===== config.mk =====
export PLATFORM = sky130hd
export DESIGN_NAME = univ_shreg
export DESIGN_NICKNAME = d
export VERILOG_FILES = /design/src/rtl/univ_shreg_pkg.sv /design/src/rtl/shreg_next.sv /design/src/rtl/shreg_oe.sv /design/src/rtl/univ_shreg.sv
export SDC_FILE = /design/constraint.sdc
export NUM_CORES = 1
export LEC_CHECK = 0
export BUFFER_PORTS_ARGS = -buffer_cell sky130_fd_sc_hd__buf_2
export CORE_AREA = 2 2 39 41
export CTS_CLUSTER_SIZE = 28
export DETAILED_ROUTE_END_ITERATION = 16
export DIE_AREA = 0 0 41 43
export PLACE_DENSITY = 0.76
export SETUP_SLACK_MARGIN = 0.05
export SYNTH_ARGS = -nofsm -noshare
export SYNTH_HDL_FRONTEND = slang
export SYNTH_HIERARCHICAL = 1
export SYNTH_SLANG_ARGS = --single-unit

===== constraint.sdc =====
create_clock -name clk -period 0.9 [get_ports clk]
set_input_delay 0.18 -clock clk [delete_from_list [all_inputs] [get_ports clk]]
set_output_delay 0.18 -clock clk [all_outputs]
set_load 0.05 [all_outputs]

===== src/rtl/univ_shreg_pkg.sv =====
package univ_shreg_pkg;
  typedef enum logic [1:0] {
    MODE_HOLD  = 2'b00,
    MODE_UP    = 2'b01,
    MODE_DOWN  = 2'b10,
    MODE_LOAD  = 2'b11
  } shreg_mode_e;
endpackage


===== src/rtl/shreg_next.sv =====
module shreg_next
  import univ_shreg_pkg::*;
#(
  parameter int W = 8
) (
  input  logic [W-1:0] cur,
  input  logic [1:0]   mode,
  input  logic         clr,
  input  logic         ser_lo,
  input  logic         ser_hi,
  input  logic [W-1:0] par,
  output logic [W-1:0] nxt
);
  logic [W-1:0] up_w, dn_w;

  genvar g;
  generate
    for (g = 0; g < W; g++) begin : g_bit
      if (g == 0) begin : g_lo
        assign up_w[g] = ser_lo;
      end else begin : g_mid_up
        assign up_w[g] = cur[g-1];
      end
      if (g == W-1) begin : g_hi
        assign dn_w[g] = ser_hi;
      end else begin : g_mid_dn
        assign dn_w[g] = cur[g+1];
      end
    end
  endgenerate

  always_comb begin
    if (clr) nxt = '0;
    else begin
      unique case (shreg_mode_e'(mode))
        MODE_HOLD: nxt = cur;
        MODE_UP:   nxt = up_w;
        MODE_DOWN: nxt = dn_w;
        default:   nxt = par;
      endcase
    end
  end
endmodule


===== src/rtl/shreg_oe.sv =====
module shreg_oe (
  input  logic       clk,
  input  logic       rst_n,
  input  logic [1:0] mode,
  input  logic       oe1_n,
  input  logic       oe2_n,
  output logic       oe
);
  assign oe = ~oe1_n & ~oe2_n & ~(mode[1] & mode[0]);

  assert_oe_off_in_load_R7: assert property (@(posedge clk) disable iff (!rst_n)
    (mode == 2'b11) |-> !oe);
  assert_oe_needs_enables_R7: assert property (@(posedge clk) disable iff (!rst_n)
    oe |-> (!oe1_n && !oe2_n));
endmodule


===== src/rtl/univ_shreg.sv =====
module univ_shreg
  import univ_shreg_pkg::*;
#(
  parameter int W = 8
) (
  input  logic         clk,
  input  logic         rst_n,
  input  logic         clr,
  input  logic [1:0]   mode,
  input  logic         ser_lo,
  input  logic         ser_hi,
  input  logic         oe1_n,
  input  logic         oe2_n,
  input  logic [W-1:0] port_in,
  output logic [W-1:0] port_out,
  output logic         port_oe,
  output logic         q_lo,
  output logic         q_hi
);
  localparam int MSB = W - 1;

  logic [W-1:0] state_q = '0;
  logic [W-1:0] state_d;

  shreg_next #(.W(W)) u_next (
    .cur(state_q), .mode(mode), .clr(clr), .ser_lo(ser_lo),
    .ser_hi(ser_hi), .par(port_in), .nxt(state_d)
  );

  shreg_oe u_oe (
    .clk(clk), .rst_n(rst_n), .mode(mode),
    .oe1_n(oe1_n), .oe2_n(oe2_n), .oe(port_oe)
  );

  always_ff @(posedge clk) state_q <= state_d;

  assign port_out = state_q;
  assign q_lo     = state_q[0];
  assign q_hi     = state_q[MSB];

  logic past_ok = 1'b0;
  always_ff @(posedge clk) past_ok <= rst_n;

  assert_clear_R1: assert property (@(posedge clk) disable iff (!rst_n)
    past_ok && $past(clr) |-> (port_out == '0));
  assert_hold_R3: assert property (@(posedge clk) disable iff (!rst_n)
    past_ok && $past(!clr && mode == 2'b00) |-> $stable(port_out));
  assert_up_R4: assert property (@(posedge clk) disable iff (!rst_n)
    past_ok && $past(!clr && mode == 2'b01) |->
      (port_out == {$past(port_out[MSB-1:0]), $past(ser_lo)}));
  assert_down_R5: assert property (@(posedge clk) disable iff (!rst_n)
    past_ok && $past(!clr && mode == 2'b10) |->
      (port_out == {$past(ser_hi), $past(port_out[MSB:1])}));
  assert_load_R6: assert property (@(posedge clk) disable iff (!rst_n)
    past_ok && $past(!clr && mode == 2'b11) |-> (port_out == $past(port_in)));
endmodule


After elaboration in Yosys (flattened, before gate mapping). Cells that the tools add are included. W data, S select, Z words.

Output and inout port bits: 11. Word-level logic and storage cells: 11. Input port bits: 17. Register bits: 8.

Equality and inequality tests: 2. Reduce and logical (&&, ||, !) cells: 1. Bitwise operators: 6. Mux-type cells: 1.

Operators by type and width (count): $pmux W8 S3 (1); $and A1 B1 Y1 (3); $not A1 Y1 (3); $eq A2 B1 Y1 const B (1); $eq A2 B2 Y1 const B (1); $logic_not A2 Y1 (1).

Logic depth before layout (Yosys ltp). Gate-level depths: netlist (run 1).

Word-level depth: 3. Mapped depth: 4. Depth with buffers taken out: 2.

Cells and area by module. Netlist (run 1), hierarchy kept.

By module, submodules not included: shreg_next (instances 1, area each 262.8 µm², sequential area each 0.0 µm², cells each 30); univ_shreg (instances 1, area each 175.2 µm², sequential area each 160.2 µm², cells each 10); shreg_oe (instances 1, area each 12.5 µm², sequential area each 0.0 µm², cells each 1).

Worst setup path after synthesis (run 1). OpenSTA, ideal clock, no wires.

Kind: flip-flop to output port. From: register state_q[0], in the netlist port_out[0]. To: output port port_out[0]. Path slack: -0.211 ns. Arrival time: 0.931 ns. Required time: 0.720 ns. Buffers on the path: 1. Stages on the path, launching flop included: 2. Cell sequence: dfxtp_1 > buf_4.

RTL lines: start: declaration (RTL line univ_shreg.sv:22) `logic [W-1:0] state_q = '0;`; start signal: assignment (RTL line univ_shreg.sv:35) `always_ff @(posedge clk) state_q <= state_d;`; end: declaration (RTL line univ_shreg.sv:15) `output logic [W-1:0] port_out,`.

No word-level cell between the ends.

Final worst setup path (run 1).
From: register state_q[0], in the netlist port_out[0]. To: output port q_lo.

RTL lines: end: declaration (RTL line univ_shreg.sv:17) `output logic q_lo,`.

No word-level cell between the ends.

==> results of run 1 <==
[placed cells by master (no fill, tap or decap)]
cell      count
buf_4         5
dfxtp_2       3
nand2b_1      1
or2_1         1
buf_2        13
clkbuf_1      1
clkbuf_4      3
dfxtp_4       5
buf_8        11
o22ai_1       8
a211oi_4      1
mux2i_1      16
buf_6         6
[cell families after synthesis]
family	synth area share
mux	0.356
compound gates	0.139
flops	0.356
buf+inv	0.122
simple gates	0.0278
[what timing repair did]
action,CTS,global route
hold buffers,0,0
resized for setup,37,8
buffers inserted,7,0
setup endpoints to repair,11,18
pin swaps,1,5
[synth_stat cells (all sizes together)]
| cell | number |
|---|---|
| clkbuf | 1 |
| or2 | 1 |
| buf | 5 |
| mux2i | 16 |
| dfxtp | 8 |
| o22ai | 8 |
| a211oi | 1 |
| nand2b | 1 |
[layout make-up]
type                            instances  share of cell area
Timing Repair Buffer                   35               0.416
Multi-Input combinational cell         27               0.301
Sequential cell                         8               0.226
Clock buffer                            4              0.0326
Tap cell                               16              0.0248
[power groups by stage]
stage	Clock (µW)	Combinational (µW)	Sequential [µW]
2_1_floorplan	0	139	478
3_3_place_gp	0	268	405
3_5_place_dp	0	272	407
4_1_cts	314	360	396
5_1_grt	346	395	402
6_report	311	374	399
[per-layer routing]
metal / vias up / GRT usage / share of wire
met4: 0 / 0.0600 / 0.017
met1: 205 / 0.161 / 0.39
met2: 21 / 0.247 / 0.51
met3: 2 / 0.0524 / 0.086
li1: 216 / - / -
met5: - / 0 / 0
[stage by stage]
step	area (µm²)	hold slack, ns
detailed placement	581	0.475
finish	807	0.206
CTS	778	0.205
floorplan	470	0.367
global placement	581	0.467
global route	807	0.231
[tightest hold or removal path: stages]
cell and delay [ns]:
buf_2 0.07, mux2i_1 0.06, o22ai_1 0.11
[final timing paths]
kind / from / end / slack (ns) / cells past startpoint
max reg2reg: port_out[4] / port_out[3] / 0.06 / 3
max: port_out[0] / q_lo / -0.07 / 1
min: port_in[0] / port_out[0] / 0.21 / 3
min reg2reg: port_out[7] / port_out[7] / 0.62 / 2
==> results.ini, run 1 <==
[power_and_ir_drop]
power.leakage_uw = 0.000381
p_total_uw = 1080
power_switching_uw = 357
p_int_uw = 727
p_clk_frac = 0.287
powerDensity_mw_per_mm2 = 1340
swShare = 0.329
p_seq_frac = 0.368
ir_drop_v = 0.000787
power_frac_comb = 0.345

[timing]
rsz0062_at_grt = yes
finalSetupTns_ns = -0.480
fin_crit_ns = 0.972
tightest_slew_ns = 0.310
relSlewSlack = 0.794
setup_slack_ns = -0.0720
fin_skew_ns = 0.0103
hold_viol_final = 0
slew_violations = 0
post-route-period-util = 1.08
fmax_mhz = 1030
setup_violations = 10

[worst_hold_path]
hp-class = primary input to flip-flop

[floorplan]
dieArea_mm2 = 0.00176
coreArea_mm2 = 0.00138
start_util = 0.325
die_x_um = 41
rows = 14
ios = 28
fp.dieH_um = 43

[detailed_routing]
drcViolationCount = 0
vias = 444
drtPass1Iterations = 4
routedWlPerCell_um = 12.7
vias_per_cell = 4.93
wl_um = 1140
drt_iter0_markers = 9
ant_nets = 0

[global_routing]
overflow = 0
grt_max_degree = 10
grt_pass1_vias = 417
grt_use_total = 0.148
antenna_found_initial = 0
grt_first_pass_wirelength_um = 1720

[finish]
area_growth_pct = 79.2
largest_register_ffs = 8
fillers = 128
layout-drive-gt1-share = 0.635
final_nets = 92
layout.cells.non_filler = 90
multi_input_area_um2 = 243
antenna_cells = 0
final_util = 0.583
ff_latch_area_um2 = 183

[setup_path]
critical_path_required_ns = 0.72
crit_chain = buf_8
crit_family = flip-flops
arrival_ns = 0.79
cp_slowest_stage_delay_ns = 0.38
cp_slowest_cell = dfxtp_4
worstSetupPathType = flip-flop to output pin
path_max_fanout = 4
cp-start-kind = flip-flop
worstSetupEndpointType = output pin
cp_num_buf_inv = 1

[synth]
ys_types = 11
syn_area_per_cell_um2 = 11.0
ys_seq_area_frac = 0.356
synth_cells = 41
yosys-top-cells-area = dfxtp_1, mux2i_1, o22ai_1
syn_area_um2 = 450
synth_top_area_frac = 0.356
ys_warn_count = 6
synthesis.nets = 58
synth_top_area_cell = dfxtp_1
synth_seq_cells = 8

[outcome]
status = complete, but fails checks
violations = setup timing

[cts]
cts_buffers = 3
cts_tree = built
cts.clk_slew.worst_paths_ns = 0.06
clock_latency_ns = 0.26
cts.sinks = 8
root_buffer = clkbuf_4
clockBufferDepth = 2
h-tree-depth = 1

[place]
gp_congestion = 0.648
port_buffers = 26
pre_cts_ws_ns = -0.0948
dp.final_hpwl_um = 763
dp.cells = 79

[job]
maxCapViolations = 0

(Power assumes the default switching activity.)
==> run 2: changes to the inputs <==
--- a/config.mk
+++ b/config.mk
@@ -11,7 +11,6 @@
 export DETAILED_ROUTE_END_ITERATION = 16
 export DIE_AREA = 0 0 41 43
 export PLACE_DENSITY = 0.76
-export SETUP_SLACK_MARGIN = 0.05
 export SYNTH_ARGS = -nofsm -noshare
 export SYNTH_HDL_FRONTEND = slang
 export SYNTH_HIERARCHICAL = 1
==> results.ini, run 2 (same netlist as run 1, synthesis figures left out) <==
[floorplan]
coreArea_mm2 = 0.00138
ios = 28
dieArea_mm2 = 0.00176
start_util = 0.325
fp.dieH_um = 43
rows = 14
die_x_um = 41

[place]
gp_congestion = 0.622
dpl_cell_area_um2 = 578
port_buffers = 26
dp.final_hpwl_um = 712
pre_cts_ws_ns = -0.0792

[detailed_routing]
drt_iter0_markers = 1
routedWlPerCell_um = 12.1
vias_per_cell = 4.91
vias = 437
ant_nets = 0
drtPass1Iterations = 3
drcViolationCount = 0
wl_um = 1080

[cts]
root_buffer = clkbuf_4
cts_tree = built
clock_latency_ns = 0.25
postCtsHoldBufs = 0
clockBufferDepth = 2
h-tree-depth = 1
cts.sinks = 8
cts.clk_slew.worst_paths_ns = 0.05
cts_buffers = 3

[global_routing]
grt_max_degree = 10
antenna_found_initial = 0
overflow = 0
grt_pass1_vias = 391
grt_first_pass_wirelength_um = 1570
grt_use_total = 0.133

[power_and_ir_drop]
power.leakage_uw = 0.000374
p_total_uw = 1030
powerDensity_mw_per_mm2 = 1320
ir_drop_v = 0.000955

[timing]
fin_skew_ns = 0.000407
fmax_mhz = 1060
whs_ns = 0.218
fin_crit_ns = 0.945
rsz0062_at_grt = yes
setup_slack_ns = -0.0455
relSlewSlack = 0.789
tightest_slew_ns = 0.317
setup_violations = 10
hold_viol_final = 0
slew_violations = 0
post-route-period-util = 1.05

[setup_path]
critical_path_required_ns = 0.72
path_max_fanout = 4
cp_num_buf_inv = 1
cp-start-kind = flip-flop
crit_chain = buf_8
cp_slowest_cell = dfxtp_4
crit_family = flip-flops
arrival_ns = 0.77
worstSetupPathType = flip-flop to output pin
cp_slowest_stage_delay_ns = 0.37
worstSetupEndpointType = output pin

[finish]
antenna_cells = 0
final_util = 0.561
largest_register_ffs = 8
layout-drive-gt1-share = 0.644
final_design_area_no_fill_um2 = 777
final_nets = 92
final_cell_mix = mux2i_1, buf_2, buf_8
fillers = 141
area_growth_pct = 72.5
final_common_cell = mux2i_1

[job]
maxCapViolations = 0

[worst_hold_path]
hp-class = primary input to flip-flop

[outcome]
status = complete, but fails checks
violations = setup timing

## run 2: cell types whose count changed in the layout (fill, tap and decap cells not counted), sizes merged
cell	before	now
clkbuf	4	3
## run 2: layer usage
| metal | wire length (µm) | track usage | vias to the layer above | part of all wire |
|---|---|---|---|---|
| met5 | 0 | 0 | - | 0 |
| met4 | 0 | 0.0200 | 0 | 0 |
| met3 | 112 | 0.0838 | 0 | 0.10 |
| met2 | 564 | 0.216 | 22 | 0.52 |
| met1 | 400 | 0.144 | 198 | 0.37 |
| li1 | - | - | 217 | - |
## run 2: what timing repair did
| item | CTS | global route |
|---|---|---|
| buffers inserted | 6 | 1 |
| pin swaps | 0 | 1 |
| endpoints found under the hold margin | 0 | 0 |
| endpoints found under the setup margin | 11 | 11 |
| gates resized for setup | 35 | 4 |
## run 2: area by class of cell
type	instances	area (µm²)	area share
repair buffers	35	314	0.404
well taps	16	20.0	0.0258
clock buffers	3	22.5	0.0290
multi-input cells	27	243	0.312
flip-flops and latches	8	178	0.229
## run 2: where the power goes
group | total (µW) | internal [µW] | switching, µW
registers | 401 | 376 | 24.4
clock network | 266 | 152 | 114
logic | 363 | 176 | 187
total | 1030 | 704 | 325
## run 2: per-stage QoR
stage	std cells	setup TNS, ns
floorplan	41	-0.0372
global placement	79	-0.442
detailed placement	79	-0.495
CTS	88	-0.372
global route	89	-0.635
finish	89	-0.262
## run 2: final timing paths
kind	start	to	slack, ns	depth (start not counted)
setup / recovery	port_out[7]	q_hi	-0.05	1
hold / removal	port_in[2]	port_out[2]	0.22	3
setup reg to reg	port_out[0]	port_out[1]	0.08	3
hold reg to reg	port_out[6]	port_out[6]	0.57	2
